### config.mk
export PLATFORM = sky130hd
export DESIGN_NAME = blk_xfer_engine
export DESIGN_NICKNAME = d
export VERILOG_FILES = /design/src/rtl/blk_xfer_pkg.sv /design/src/rtl/blk_xfer_counters.sv /design/src/rtl/blk_xfer_addr.sv /design/src/rtl/blk_xfer_engine.sv
export SDC_FILE = /design/constraint.sdc
export NUM_CORES = 1
export LEC_CHECK = 0
export ABC_AREA = 0
export BUFFER_PORTS_ARGS = -buffer_cell sky130_fd_sc_hd__buf_4
export CORE_MARGIN = 2
export CORE_UTILIZATION = 55
export CTS_CLUSTER_DIAMETER = 50
export DETAILED_ROUTE_END_ITERATION = 16
export PLACE_DENSITY_LB_ADDON = 0.15
export SLEW_MARGIN = 25
export SYNTH_ARGS = -nofsm -noshare
export SYNTH_HDL_FRONTEND = slang
export SYNTH_SLANG_ARGS = --single-unit
### constraint.sdc
create_clock -name clk_i -period 6.8 [get_ports clk_i]
set_input_delay 0.68 -clock clk_i [delete_from_list [all_inputs] [get_ports clk_i]]
set_output_delay 0.68 -clock clk_i [all_outputs]
set_load 0.1 [all_outputs]
### src/rtl/blk_xfer_pkg.sv
package blk_xfer_pkg;
  typedef struct packed {
    logic blk_dst;
    logic dst_dec;
    logic dst_step;
    logic src_dec;
    logic src_step;
    logic blk_en;
    logic word;
  } ctrl_t;

  function automatic ctrl_t decode_ctrl(input logic [15:0] r);
    ctrl_t c;
    c.word     = r[0];
    c.blk_en   = r[1];
    c.src_step = r[2];
    c.src_dec  = r[3];
    c.dst_step = r[4];
    c.dst_dec  = r[5];
    c.blk_dst  = r[6];
    return c;
  endfunction
endpackage

### src/rtl/blk_xfer_counters.sv
module blk_xfer_counters #(
  parameter int UW = 8,
  parameter int BW = 16
) (
  input  logic          clk_i,
  input  logic          rst_ni,
  input  logic          load_i,
  input  logic [UW-1:0] size_i,
  input  logic [BW-1:0] cnt_i,
  input  logic          step_i,
  output logic [UW-1:0] unit_o,
  output logic [BW-1:0] blk_o,
  output logic          blk_last_o,
  output logic          xfer_last_o
);
  localparam logic [UW-1:0] UNIT_ONE = UW'(1);
  localparam logic [BW-1:0] BLK_ONE  = BW'(1);

  logic [UW-1:0] size_q, unit_q;
  logic [BW-1:0] blk_q;

  assign blk_last_o  = step_i && (unit_q == UNIT_ONE);
  assign xfer_last_o = blk_last_o && (blk_q == BLK_ONE);

  always_ff @(posedge clk_i or negedge rst_ni) begin
    if (!rst_ni) begin
      size_q <= '0;
      unit_q <= '0;
      blk_q  <= '0;
    end else if (load_i) begin
      size_q <= size_i;
      unit_q <= size_i;
      blk_q  <= cnt_i;
    end else if (step_i) begin
      if (blk_last_o) begin
        unit_q <= size_q;   // zero size wraps to a full 2**UW block
        blk_q  <= blk_q - BLK_ONE;
      end else begin
        unit_q <= unit_q - UNIT_ONE;
      end
    end
  end

  assign unit_o = unit_q;
  assign blk_o  = blk_q;

  a_r3_reload: assert property (@(posedge clk_i) disable iff (!rst_ni)
    (blk_last_o && !load_i) |=> (unit_q == size_q));
  a_r3_hold: assert property (@(posedge clk_i) disable iff (!rst_ni)
    (!step_i && !load_i) |=> ($stable(unit_q) && $stable(blk_q)));
  a_r4_blk_step: assert property (@(posedge clk_i) disable iff (!rst_ni)
    (blk_last_o && !load_i) |=> (blk_q == $past(blk_q) - BLK_ONE));
endmodule

### src/rtl/blk_xfer_addr.sv
module blk_xfer_addr #(
  parameter int AW = 24
) (
  input  logic          clk_i,
  input  logic          rst_ni,
  input  logic          load_i,
  input  logic [AW-1:0] addr_i,
  input  logic          adv_i,
  input  logic          step_en_i,
  input  logic          dec_i,
  input  logic          word_i,
  input  logic          restore_i,
  output logic [AW-1:0] addr_o
);
  logic [AW-1:0] base_q, addr_q, delta;

  assign delta = word_i ? AW'(2) : AW'(1);

  always_ff @(posedge clk_i or negedge rst_ni) begin
    if (!rst_ni) begin
      base_q <= '0;
      addr_q <= '0;
    end else if (load_i) begin
      base_q <= addr_i;
      addr_q <= addr_i;
    end else if (restore_i) begin
      addr_q <= base_q;
    end else if (adv_i && step_en_i) begin
      addr_q <= dec_i ? addr_q - delta : addr_q + delta;
    end
  end

  assign addr_o = addr_q;

  a_r6_still: assert property (@(posedge clk_i) disable iff (!rst_ni)
    (!load_i && !restore_i && !(adv_i && step_en_i)) |=> $stable(addr_q));
  a_r7_restore: assert property (@(posedge clk_i) disable iff (!rst_ni)
    (restore_i && !load_i) |=> (addr_q == base_q));
endmodule

### src/rtl/blk_xfer_engine.sv
module blk_xfer_engine #(
  parameter int AW = 24,
  parameter int UW = 8,
  parameter int BW = 16,
  parameter int CW = 16
) (
  input  logic          clk_i,
  input  logic          rst_ni,
  input  logic          load_i,
  input  logic [CW-1:0] ctrl_i,
  input  logic [UW-1:0] blk_size_i,
  input  logic [BW-1:0] blk_cnt_i,
  input  logic [AW-1:0] src_addr_i,
  input  logic [AW-1:0] dst_addr_i,
  input  logic          unit_i,
  output logic [CW-1:0] ctrl_o,
  output logic [UW-1:0] unit_cnt_o,
  output logic [BW-1:0] blk_cnt_o,
  output logic [AW-1:0] src_addr_o,
  output logic [AW-1:0] dst_addr_o,
  output logic          busy_o,
  output logic          done_o,
  output logic          blk_end_o,
  output logic          xfer_end_o
);
  import blk_xfer_pkg::*;

  localparam int NSIDE = 2;  // 0: source, 1: destination

  logic [CW-1:0] ctrl_q;
  ctrl_t         cfg;
  logic          busy_q, done_q, bend_q, xend_q;
  logic          accept, blk_last, xfer_last;

  logic [AW-1:0] side_in   [NSIDE];
  logic [AW-1:0] side_out  [NSIDE];
  logic          side_step [NSIDE];
  logic          side_dec  [NSIDE];
  logic          side_rst  [NSIDE];

  assign cfg    = decode_ctrl(16'(ctrl_q));
  assign accept = unit_i && busy_q && cfg.blk_en && !load_i;

  always_ff @(posedge clk_i or negedge rst_ni) begin
    if (!rst_ni) begin
      ctrl_q <= '0;
      busy_q <= 1'b0;
      done_q <= 1'b0;
      bend_q <= 1'b0;
      xend_q <= 1'b0;
    end else begin
      bend_q <= blk_last;
      xend_q <= xfer_last;
      if (load_i) begin
        ctrl_q <= ctrl_i;
        busy_q <= 1'b1;
        done_q <= 1'b0;
      end else if (xfer_last) begin
        busy_q <= 1'b0;
        done_q <= 1'b1;
      end
    end
  end

  blk_xfer_counters #(.UW(UW), .BW(BW)) cnt_i (
    .clk_i       (clk_i),
    .rst_ni      (rst_ni),
    .load_i      (load_i),
    .size_i      (blk_size_i),
    .cnt_i       (blk_cnt_i),
    .step_i      (accept),
    .unit_o      (unit_cnt_o),
    .blk_o       (blk_cnt_o),
    .blk_last_o  (blk_last),
    .xfer_last_o (xfer_last)
  );

  assign side_in[0]   = src_addr_i;
  assign side_in[1]   = dst_addr_i;
  assign side_step[0] = cfg.src_step;
  assign side_step[1] = cfg.dst_step;
  assign side_dec[0]  = cfg.src_dec;
  assign side_dec[1]  = cfg.dst_dec;
  assign side_rst[0]  = blk_last && !cfg.blk_dst;
  assign side_rst[1]  = blk_last && cfg.blk_dst;

  for (genvar g = 0; g < NSIDE; g++) begin : g_side
    blk_xfer_addr #(.AW(AW)) addr_i (
      .clk_i     (clk_i),
      .rst_ni    (rst_ni),
      .load_i    (load_i),
      .addr_i    (side_in[g]),
      .adv_i     (accept),
      .step_en_i (side_step[g]),
      .dec_i     (side_dec[g]),
      .word_i    (cfg.word),
      .restore_i (side_rst[g]),
      .addr_o    (side_out[g])
    );
  end

  assign src_addr_o = side_out[0];
  assign dst_addr_o = side_out[1];
  assign ctrl_o     = ctrl_q;
  assign busy_o     = busy_q;
  assign done_o     = done_q;
  assign blk_end_o  = bend_q;
  assign xfer_end_o = xend_q;

  a_r5_end_pair: assert property (@(posedge clk_i) disable iff (!rst_ni)
    xfer_end_o |-> (blk_end_o && done_o && !busy_o && blk_cnt_o == '0));
  a_r8_done_sticky: assert property (@(posedge clk_i) disable iff (!rst_ni)
    (done_o && !load_i) |=> done_o);
  a_r8_ignore: assert property (@(posedge clk_i) disable iff (!rst_ni)
    (!busy_o && !load_i) |=> ($stable(unit_cnt_o) && $stable(blk_cnt_o)
                              && $stable(src_addr_o) && $stable(dst_addr_o)
                              && !blk_end_o));
  a_r5_exclusive: assert property (@(posedge clk_i) disable iff (!rst_ni)
    !(busy_o && done_o));
endmodule

==> summary.txt <==
Outcome
  • Status: finished clean

Layout
  • Post-route cell area: 11,100 um^2
  • Nets@finish: 1,273
  • Diodes inserted: 0
  • Final Util: 0.697
  • Layout cell share with drive strength beyond 1: 0.256
  • Layout area overhead: 22.8%

Critical path
  • CP Max Fanout: 52
  • WS Path Type: input pin to flip-flop
  • Flop-to-flop setup slack: 3.23 ns
  • Slowest-stage cell, CP: nand2_1
  • Critical path buffers and inverters: 2
  • Critical Path RT: 7.16 ns
  • Top cell by count, worst path: buf_4
  • Worst R2R Start: ctrl_o[3]
  • Critical Path AT: 3.95 ns
  • FF-to-FF path depth: 9
  • Setup crit start kind: input pin
  • Crit-path max cell delay: 0.83 ns
  • FF-to-FF End: g_side[0].addr_i.addr_o[20]
  • Largest delay contributor family on the critical path: simple AND/OR/NAND/NOR gates
  • CP cell instances: buf_4 -> buf_4 -> nor4b_4 -> nand4_1 -> nand2_1 -> o221ai_1 -> a311o_1 -> nor2_1
  • Crit path capture type: flip-flop

Logic synthesis
  • Post-synth EDFFs: 0
  • Async set or reset register ratio after synthesis: 1.00
  • Synth cell types: 71
  • YS warnings: 0
  • Syn nets: 1,108
  • Ys flop type: dfrtp_1
  • Sequential-to-total area share from yosys stat: 0.408
  • Syn Std Cell Area: 9080 um^2
  • Post-Synthesis Cells: 964
  • Synth area leader: dfrtp_1
  • Post-synthesis register bit count: 148
  • Share of the synthesized area in the top cell type: 0.408
  • Synth area leaders: dfrtp_1 41%, mux2_2 7.2%, ha_1 6.9%
  • Mean Syn Cell Area: 9.42 um^2

Detailed routing
  • Via count: 8,248
  • Vias/cell: 6.08
  • Antenna viol nets, final: 0
  • Routed len/inst: 17.8 um
  • 1st-iter DRT viols: 813
  • Post-route DRC: 0
  • 1st-pass router iterations: 5
  • Routed WL: 24,200 um

STA
  • Slew HR: 0.324
  • Hold slack: 0.372 ns
  • Setup Viol. Count Final: 0
  • Hold Fails Final Rpt: 0
  • RSZ-0062 raised after global routing: no
  • Worst Skew: 0.0116 ns
  • Post-route setup TNS: 0 ns
  • Crit path time final: 3.59 ns
  • Peak Freq: 279 MHz
  • Pins Over Slew Limit: 0
  • Worst-Margin Slew: 1.01 ns
  • Fin crit share: 0.528

Global routing
  • Initial antenna violation count: 0
  • Vias in the first global route: 8,106
  • First-pass GRT wire length: 40,400 um
  • Pin count of the biggest net entering global routing: 100
  • Overflow after GRT: 0
  • Total GRT Usage: 0.282

Floorplanning
  • Die area: 17,600 um^2
  • Core area: 16,000 um^2
  • Die height: 133 um
  • Rows: 46
  • Die width: 133 um
  • Initial Util: 0.568
  • Io pins: 184

CTS
  • CTS sink count: 148
  • CTS Buffer Depth: 2
  • Clock Pin Slew Worst Setup and Hold Paths: 0.06 ns
  • Clk root buf: clkbuf_16
  • Postcts setup bufs: 0
  • CTS Hold Bufs: 0
  • CTS resizes: 0
  • CTS tree: yes
  • Worst-skew pair later-pin latency: 0.43 ns
  • CTS buffer count: 17
  • H-tree levels: 4

Min path
  • Worst hold path type: input pin to asynchronous set/reset pin

Placement
  • Placed cell area: 10,600 um^2
  • Input/output buffers: 183
  • Final Wtd Congestion: 0.914
  • Final HPWL DP: 16,900 um

Run
  • Max Cap Violations: 0

Power
  • Leakage: 5.02 nW
  • VDD IR max: 232 uV
  • PD cells: 404 nW/um^2
-- routing by layer --
metal | share of wire | global-route usage
met1 | 0.46 | 0.398
met2 | 0.45 | 0.430
met3 | 0.066 | 0.0628
met4 | 0.023 | 0.0980
met5 | 0 | 0
-- power breakdown --
group | internal (W) | switching, W | leakage [nW]
combinational | 0.000743 | 0.00167 | 3.02
sequential | 0.00103 | 0.000161 | 1.75
clock | 0.000510 | 0.000381 | 0.257
total | 0.00229 | 0.00221 | 5.02
-- state kept, by name, indices dropped and copies added (netlist names) --
name / flops
blk_end_o: 1
busy_o: 1
cnt_i.blk_o: 16
cnt_i.size_q: 8
cnt_i.unit_o: 8
ctrl_o: 16
done_o: 1
g_side.addr_i.addr_o: 48
g_side.addr_i.base_q: 48
xfer_end_o: 1
-- synth_stat cells, types with 6 or more instances --
| library cell | instances |
|---|---|
| buf_1 | 8 |
| or3_1 | 13 |
| nor3_1 | 20 |
| a31oi_1 | 18 |
| a21o_1 | 20 |
| nor2b_1 | 7 |
| mux2_2 | 58 |
| xor2_1 | 9 |
| o211ai_1 | 17 |
| a21oi_1 | 70 |
| a22oi_1 | 6 |
| o21a_1 | 14 |
| o22ai_1 | 12 |
| inv_1 | 35 |
| nand3_1 | 18 |
| nor2_1 | 57 |
| o221ai_1 | 12 |
| nand2b_1 | 6 |
| clkbuf_1 | 26 |
| o21ai_0 | 81 |
| o31ai_1 | 6 |
| o21bai_1 | 6 |
| ha_1 | 50 |
| dfrtp_1 | 148 |
| xnor2_1 | 29 |
| nand2_1 | 104 |
| a222oi_1 | 8 |
| and3_1 | 11 |
-- worst max-delay path by stage --
stage	startpoint	end	slack, ns	cells past startpoint
after floorplan	g_side[0].addr_i.addr_o[0]	g_side[0].addr_i.addr_o[8]	3.74	11
after global placement	load_i	g_side[1].addr_i.addr_o[20]	2.98	8
after detailed placement	load_i	g_side[1].addr_i.addr_o[20]	2.85	8
after CTS	ctrl_o[3]	g_side[0].addr_i.addr_o[21]	3.27	9
after global routing	load_i	g_side[1].addr_i.addr_o[22]	2.88	9
final	load_i	g_side[1].addr_i.addr_o[20]	3.21	8
-- logic make-up (layout without fill, tap and decap cells) --
family	Yosys count	after routing	synth area share
DFF	148	148	0.408
and+or+nand+nor	264	264	0.141
buffers and inverters	80	257	0.0358
muxes	61	61	0.0752
xor gates and xnor gates	38	38	0.0366
AOI/OAI and AO/OA	321	321	0.230
adders and majority gates	52	52	0.0733
-- layout by cell type (no fill, tap or decap), drive strengths merged, types with 12 or more instances in the layout --
cell	instances
a31oi	18
clkbuf	19
ha	50
o21a	14
nand2	104
o211ai	17
o221ai	12
nor2	57
xnor2	29
dfrtp	148
mux2	58
o22ai	12
o21ai	83
inv	37
buf	190
nand3	18
nor3	22
a21oi	70
a21o	20
or3	15
-- per-stage QoR --
stage	std cells	setup slack, ns	power (W)
2_1_floorplan	964	3.74	0.00306
3_3_place_gp	1326	2.98	0.00356
3_5_place_dp	1326	2.85	0.00359
4_1_cts	1357	3.27	0.00450
5_1_grt	1357	2.88	0.00473
6_report	1357	3.21	0.00450
-- cell type report --
| class | instances | area, um^2 |
|---|---|---|
| clock buffers | 19 | 443 |
| clock inverters | 12 | 109 |
| fillers | 1305 | 4850 |
| inverters | 36 | 135 |
| multi-input cells | 736 | 5060 |
| flip-flops and latches | 148 | 3700 |
| well taps | 216 | 270 |
| repair buffers | 190 | 1430 |
Note: power is estimated with default switching activity, not from simulation.
